[config.mk]
export PLATFORM = sky130hd
export DESIGN_NAME = ocpin_unit
export DESIGN_NICKNAME = d
export VERILOG_FILES = /design/src/rtl/ocp_pkg.sv /design/src/rtl/ocp_regs.sv /design/src/rtl/ocp_chan.sv /design/src/rtl/ocpin_unit.sv
export SDC_FILE = /design/constraint.sdc
export NUM_CORES = 1
export LEC_CHECK = 0
export ABC_AREA = 1
export CORE_MARGIN = 2
export CORE_UTILIZATION = 52
export CTS_CLUSTER_DIAMETER = 80
export DETAILED_ROUTE_END_ITERATION = 16
export HOLD_SLACK_MARGIN = 0.05
export PLACE_DENSITY = 0.92
export SYNTH_ARGS = -nofsm -noshare
export SYNTH_HDL_FRONTEND = slang
export SYNTH_HIERARCHICAL = 1
export SYNTH_SLANG_ARGS = --single-unit
[constraint.sdc]
create_clock -name clk -period 2.6 [get_ports clk]
set_clock_uncertainty 0.2 [all_clocks]
set_input_delay 0.52 -clock clk [delete_from_list [all_inputs] [get_ports clk]]
set_output_delay 0.52 -clock clk [all_outputs]
set_load 0.02 [all_outputs]
[src/rtl/ocp_pkg.sv]
// Package ocp_pkg
// Shared types and register offsets for the output compare pin action unit.
// Assumes byte-wide registers and a four-bit register address.
package ocp_pkg;

    // Two-bit per-channel action, written as {mode, level}
    typedef enum logic [1:0] {
        ACT_NONE   = 2'b00,
        ACT_TOGGLE = 2'b01,
        ACT_CLEAR  = 2'b10,
        ACT_SET    = 2'b11
    } pin_act_e;

    localparam logic [3:0] ADR_ACT_HI  = 4'h8;
    localparam logic [3:0] ADR_ACT_LO  = 4'h9;
    localparam logic [3:0] ADR_OVF_TGL = 4'hA;
    localparam logic [3:0] ADR_DISC    = 4'hB;

endpackage

[src/rtl/ocp_regs.sv]
// Module ocp_regs
// Register file of the unit: action codes, overflow toggle enables and
// disconnect bits. Reads are combinational and writes take effect at the
// clock edge.
// Assumes NUM_CH lies between DATA_W/2+1 and DATA_W, so that the lower
// control byte is full and the upper one is partly used.
module ocp_regs #(
    parameter int unsigned NUM_CH = 6,
    parameter int unsigned ADDR_W = 4,
    parameter int unsigned DATA_W = 8
) (
    input  logic                  clk,
    input  logic                  rst_n,
    input  logic                  wr_en,
    input  logic [ADDR_W-1:0]     addr,
    input  logic [DATA_W-1:0]     wdata,
    output logic [DATA_W-1:0]     rdata,
    output logic [2*NUM_CH-1:0]   act,
    output logic [NUM_CH-1:0]     tgl_en,
    output logic [NUM_CH-1:0]     disc
);
    import ocp_pkg::*;

    localparam int unsigned LO_CH = DATA_W / 2;
    localparam int unsigned HI_CH = NUM_CH - LO_CH;

    logic [2*NUM_CH-1:0] act_q;
    logic [NUM_CH-1:0]   tgl_q;
    logic [NUM_CH-1:0]   disc_q;

    // Register update: apply a write to the addressed register
    always_ff @(posedge clk) begin
        if (!rst_n) begin
            act_q  <= '0;
            tgl_q  <= '0;
            disc_q <= '0;
        end else if (wr_en) begin
            if (addr == ADDR_W'(ADR_ACT_LO))
                act_q[DATA_W-1:0] <= wdata;
            if (addr == ADDR_W'(ADR_ACT_HI))
                act_q[2*NUM_CH-1:DATA_W] <= wdata[2*HI_CH-1:0];
            if (addr == ADDR_W'(ADR_OVF_TGL))
                tgl_q <= wdata[NUM_CH-1:0];
            if (addr == ADDR_W'(ADR_DISC))
                disc_q <= wdata[NUM_CH-1:0];
        end
    end

    // Read mux: unused bits and unmapped addresses return zero
    always_comb begin
        rdata = '0;
        if (addr == ADDR_W'(ADR_ACT_LO))
            rdata = act_q[DATA_W-1:0];
        else if (addr == ADDR_W'(ADR_ACT_HI))
            rdata[2*HI_CH-1:0] = act_q[2*NUM_CH-1:DATA_W];
        else if (addr == ADDR_W'(ADR_OVF_TGL))
            rdata[NUM_CH-1:0] = tgl_q;
        else if (addr == ADDR_W'(ADR_DISC))
            rdata[NUM_CH-1:0] = disc_q;
    end

    assign act    = act_q;
    assign tgl_en = tgl_q;
    assign disc   = disc_q;

endmodule

[src/rtl/ocp_chan.sv]
// Module ocp_chan
// Output latch and pin-enable logic of one channel. An overflow toggle has
// priority over a compare match or a forced compare. A channel with action
// code 00 does not take part in overflow toggling.
// Assumes the event inputs are single-cycle pulses.
module ocp_chan (
    input  logic       clk,
    input  logic       rst_n,
    input  logic [1:0] act,
    input  logic       tgl_en,
    input  logic       disc,
    input  logic       cmp_hit,
    input  logic       frc_req,
    input  logic       ovf_pulse,
    output logic       level,
    output logic       oe
);
    import ocp_pkg::*;

    logic level_q;
    logic level_nxt;
    logic armed;

    assign armed = (act != ACT_NONE);

    // Next-level selection: overflow toggle first, then match or force
    always_comb begin
        level_nxt = level_q;
        if (ovf_pulse && tgl_en && armed) begin
            level_nxt = ~level_q;
        end else if (cmp_hit || frc_req) begin
            case (pin_act_e'(act))
                ACT_TOGGLE: level_nxt = ~level_q;
                ACT_CLEAR:  level_nxt = 1'b0;
                ACT_SET:    level_nxt = 1'b1;
                default:    level_nxt = level_q;
            endcase
        end
    end

    // Output latch: keeps its value whatever the pin enable is
    always_ff @(posedge clk) begin
        if (!rst_n) level_q <= 1'b0;
        else        level_q <= level_nxt;
    end

    assign level = level_q;
    assign oe    = armed & ~disc;

endmodule

[src/rtl/ocpin_unit.sv]
// Module ocpin_unit
// Top of the output compare pin action unit: one register file and
// NUM_CH channel slices.
// Assumes the match, force and overflow inputs come from the timer core
// as single-cycle pulses synchronous to clk.
module ocpin_unit #(
    parameter int unsigned NUM_CH = 6,
    parameter int unsigned ADDR_W = 4,
    parameter int unsigned DATA_W = 8
) (
    input  logic              clk,
    input  logic              rst_n,
    input  logic              reg_wr,
    input  logic [ADDR_W-1:0] reg_addr,
    input  logic [DATA_W-1:0] reg_wdata,
    output logic [DATA_W-1:0] reg_rdata,
    input  logic [NUM_CH-1:0] cmp_hit,
    input  logic [NUM_CH-1:0] frc_req,
    input  logic              ovf_pulse,
    output logic [NUM_CH-1:0] pin_level,
    output logic [NUM_CH-1:0] pin_oe
);

    logic [2*NUM_CH-1:0] act_w;
    logic [NUM_CH-1:0]   tgl_w;
    logic [NUM_CH-1:0]   disc_w;

    ocp_regs #(
        .NUM_CH (NUM_CH),
        .ADDR_W (ADDR_W),
        .DATA_W (DATA_W)
    ) regs_i (
        .clk    (clk),
        .rst_n  (rst_n),
        .wr_en  (reg_wr),
        .addr   (reg_addr),
        .wdata  (reg_wdata),
        .rdata  (reg_rdata),
        .act    (act_w),
        .tgl_en (tgl_w),
        .disc   (disc_w)
    );

    for (genvar g = 0; g < NUM_CH; g++) begin : g_ch
        ocp_chan chan_i (
            .clk       (clk),
            .rst_n     (rst_n),
            .act       (act_w[2*g +: 2]),
            .tgl_en    (tgl_w[g]),
            .disc      (disc_w[g]),
            .cmp_hit   (cmp_hit[g]),
            .frc_req   (frc_req[g]),
            .ovf_pulse (ovf_pulse),
            .level     (pin_level[g]),
            .oe        (pin_oe[g])
        );
    end

endmodule

**Word level (Yosys, flattened, before mapping)**

Index checks and enable logic that the tools add are counted.

- Output and inout port bits: 20
- Flip-flop bits (word level): 30

- Reduce and logical (&&, ||, !) cells: 46
- Eq/ne operators: 22
- Bitwise gates (word level): 18
- Muxes and demuxes: 24

Operators by type and width:

| operator | number |
|---|---|
| == test 2 bit, second input constant | 12 |
| nonzero test 2 bit | 12 |
| nonzero test 4 bit | 6 |
| AND reduction 2 bit | 10 |
| two-way mux 6 bit | 3 |
| case mux 1 bit (3 select lines) | 6 |
| == test 4 bit, second input constant | 4 |
| == test 2 x 1 -> 1 bit, second input constant | 6 |
| logical AND 1 bit | 12 |
| two-way mux 1 bit | 12 |
| NOT 1 bit | 12 |
| bitwise AND 1 bit | 6 |
| logical OR 1 bit | 6 |
| two-way mux 2 bit | 2 |
| two-way mux 4 bit | 1 |

**Longest topological paths before layout**

- Depth after elaboration: 5
- Mapped depth: 7

**Modules after synthesis**

Netlist, hierarchy kept.

Modules (own cells, without submodules):

| module | cells an instance | area each (um2) | instances | seq. area each (um2) |
|---|---|---|---|---|
| ocp_regs | 229 | 1338.8 | 1 | 480.5 |
| ocp_chan | 17 | 86.3 | 6 | 20.0 |

**Worst setup path before layout**

No wires, ideal clock.

- Path type: input to output
- Start: input port reg_addr[2]
- End: output port reg_rdata[6]
- Arrival time: 1.249 ns
- Stages on the path: 6
- Path buffers: 1
- Setup slack: 0.631 ns
- Cells stage by stage: inv_2 nand2_2 nor2_4 buf_4 inv_2 nor2_1

- Cells in the longest elaborated chain, start to end: 2

Ends and longest elaborated chain:

| item | RTL line | text |
|---|---|---|
| start, declared | ocpin_unit.sv:14 | `input logic [ADDR_W-1:0] reg_addr,` |
| == test 4 bit | ocp_regs.sv:52 | `if (addr == ADDR_W'(ADR_ACT_LO))` |
| two-way mux 2 bit | ocp_regs.sv:52 |  |
| end, declared | ocpin_unit.sv:16 | `output logic [DATA_W-1:0] reg_rdata,` |

Every way passes these cells.

**Final worst setup path**

- Start: input port reg_addr[2]
- End: output port reg_rdata[3]

- Cells in the longest elaborated chain, start to end: 5
- Elaborated cells on any way between the ends: 8
- Classes of those cells: eq/ne: 4; mux: 4

Ends and longest elaborated chain:

| item | RTL line | text |
|---|---|---|
| == test 4 bit | ocp_regs.sv:58 | `else if (addr == ADDR_W'(ADR_DISC))` |
| two-way mux 6 bit | ocp_regs.sv:58 |  |
| two-way mux 6 bit | ocp_regs.sv:56 | `else if (addr == ADDR_W'(ADR_OVF_TGL))` |
| two-way mux 4 bit | ocp_regs.sv:54 | `else if (addr == ADDR_W'(ADR_ACT_HI))` |
| two-way mux 6 bit * | ocp_regs.sv:52 |  |

Every way passes the cells marked *; elsewhere a longest branch is shown, timed or not.

==> reports/metrics.yaml <==
status: "completed"
gp_congestion: 0.868
cts_tree: "done"
crit_path_cell_trace: "clkdlybuf4s50_1 > buf_4 > nor2_4 > nand3_1 > nand4_1 > clkdlybuf4s15_2"
holdCritPathClass: "register to register"
whs_ns: 0.336
synth_ff_type: "dfxtp_1"
hold_buffers: 0
grt_pass1_wl_mm: 7.89
arrival_ns: 1.85
yosysTopAreaCellShare_pct: 32.3
via_per_inst: 4.75
synth.most_common_cell: "nand2_1"
maxSlewHeadroom_pct: 70.3
die_x_microns: 63.8
dp_hpwl_mm: 3.39
powerDensity_nw_per_um2: 383
cap_violations: 0
clock_sinks: 30
finish.instance_area_sq_um: 2500
rows: 21
synth_nets: 359
clk_latency_ns: 0.34
io_buffer_count: 47
grt_max_degree: 31
synth-edff-count: 0
avgSynthCellArea_sq_um: 5.61
r2r_slack_ns: 1.44
cp_max_fo: 7
critPathSlowestCell: "clkdlybuf4s50_1"
antenna_found_initial: 0
root_buffer: "clkbuf_4"
cts_buffer_depth: 2
cp.required_ns: 1.88
crit_type: "input pin to output port"
synth_area_sq_um: 1860
routed_wirelength_mm: 4.59
insertedDiodeCount: 0
area_delta_synth_final_pct: 34.6
cts_max_level: 2
core-area_sq_um: 3390
yosys-top-cells-count: "nand2_1 (112), inv_1 (66), nor2_1 (58)"
setup_tns_ns: 0
finalHoldViolCount: 0
fmax_mhz: 389
ant_nets: 0
power.leakage_nw: 1.23
vias: 2060
drt_first_iter_violations: 122
startpoint_type: "input pin"
clk_pin_slew_worst_paths_ns: 0.10
dieArea_sq_um: 4060
numCtsBuffers: 5
synthArstFlopShare_pct: 0
finalSetupViolCount: 0
ys_seq_elements: 30
drive_gt1_share_pct: 10.1
drc: 0
worst_pin_slew_ns: 0.444
synth_area_leaders: "dfxtp_1 (32%), nand2_1 (23%), inv_1 (13%)"
layout.nets: 415
grt_pass1_vias: 1892
grt_usage_pct: 25.2
endpoint_kind: "output port"
post_drt_wl_per_cell_microns: 10.6
start_util_pct: 54.8
syn_inst: 331
ys_seq_area_share_pct: 32.3
ys_types: 15
grt_overflow: 0
ys_warn_count: 6
post-route-min-period_ns: 2.57
final_max_slew_viol_count: 0
first_pass_iters: 4
die_h_microns: 63.8
place_area_sq_um: 2440
rsz0062_at_grt: "yes"
vdd_drop_max_mv: 0.244
boundaryPins: 48
synth_largest_area_cell: "dfxtp_1"
period_share_pct: 98.9
final_core_util_pct: 73.8
slowest_delay_ns: 0.43
==> sequential cells by signal, indices dropped and copies added, names as in the netlist <==
register and count:
regs_i/disc 6, regs_i/act 12, g_ch.chan_i/level 6, regs_i/tgl_en 6
==> routing by layer <==
metal  vias to the layer above  global-route usage [%]  share of wire, %
met2                        67                    44.2                51
met1                       911                    27.9                40
met5                         -                       0                 0
li1                       1077                       -                 -
met3                         5                    6.51               6.8
met4                         0                    12.8               1.7
==> through the flow <==
| step | setup slack, ns | instances | power, mW |
|---|---|---|---|
| detailed placement | -0.330 | 426 | 0.671 |
| finish | 0.0287 | 434 | 0.957 |
| floorplan | 0.631 | 331 | 0.581 |
| global placement | -0.295 | 426 | 0.666 |
| global route | -0.0472 | 434 | 1.01 |
| CTS | 0.00352 | 434 | 0.967 |
==> kinds of logic after synthesis <==
logic type | after synthesis | synth area share, %
and+or+nand+nor | 225 | 51.6
buffers and inverters | 76 | 16.0
DFF | 30 | 32.3
==> cells in the final DEF (no fill, tap or decap), drive strengths merged <==
master | netlist | routed
nand3 | 35 | 35
inv | 69 | 69
dfxtp | 30 | 30
clkinv | 0 | 1
nand2 | 119 | 119
clkdlybuf4s50 | 0 | 37
nand4 | 4 | 4
clkbuf | 1 | 8
clkdlybuf4s15 | 0 | 5
dlymetal6s2s | 0 | 2
buf | 6 | 11
nor2 | 61 | 61
or2 | 6 | 6
==> final timing paths <==
kind,from,to,cells past startpoint
worst max-delay path,reg_addr[2],reg_rdata[3],6
worst min-delay path,regs_i/disc[5]$_SDFFE_PN0P_,regs_i/disc[5]$_SDFFE_PN0P_,4
worst max register to register,regs_i/tgl_en[4]$_SDFFE_PN0P_,g_ch[4].chan_i/level$_SDFFE_PN0P_,5
worst min register to register,regs_i/disc[5]$_SDFFE_PN0P_,regs_i/disc[5]$_SDFFE_PN0P_,4
==> what timing repair did <==
action	in CTS	in global routing
buffers inserted	0	0
gates resized for setup	21	8
setup endpoints to repair	8	8
pin swaps	0	0
==> critical path: cells and delay by family <==
family | cells | cell delay [ns]
buf+inv | 3 | 0.85
simple gates | 3 | 0.48
==> where the power goes <==
part | switching, mW | internal, mW | total (mW)
logic | 0.0936 | 0.0868 | 0.180
clock network | 0.164 | 0.131 | 0.295
registers | 0.00932 | 0.472 | 0.481
==> area by class of cell <==
type	count	area, sq um
inverter	69	259
multi-input combinational	225	961
clock inverter	1	5.00
sequential	30	601
timing repair buffer	56	562
tap	46	57.6
fill	283	890
clock buffer	7	55.1
(Power assumes the default switching activity.)
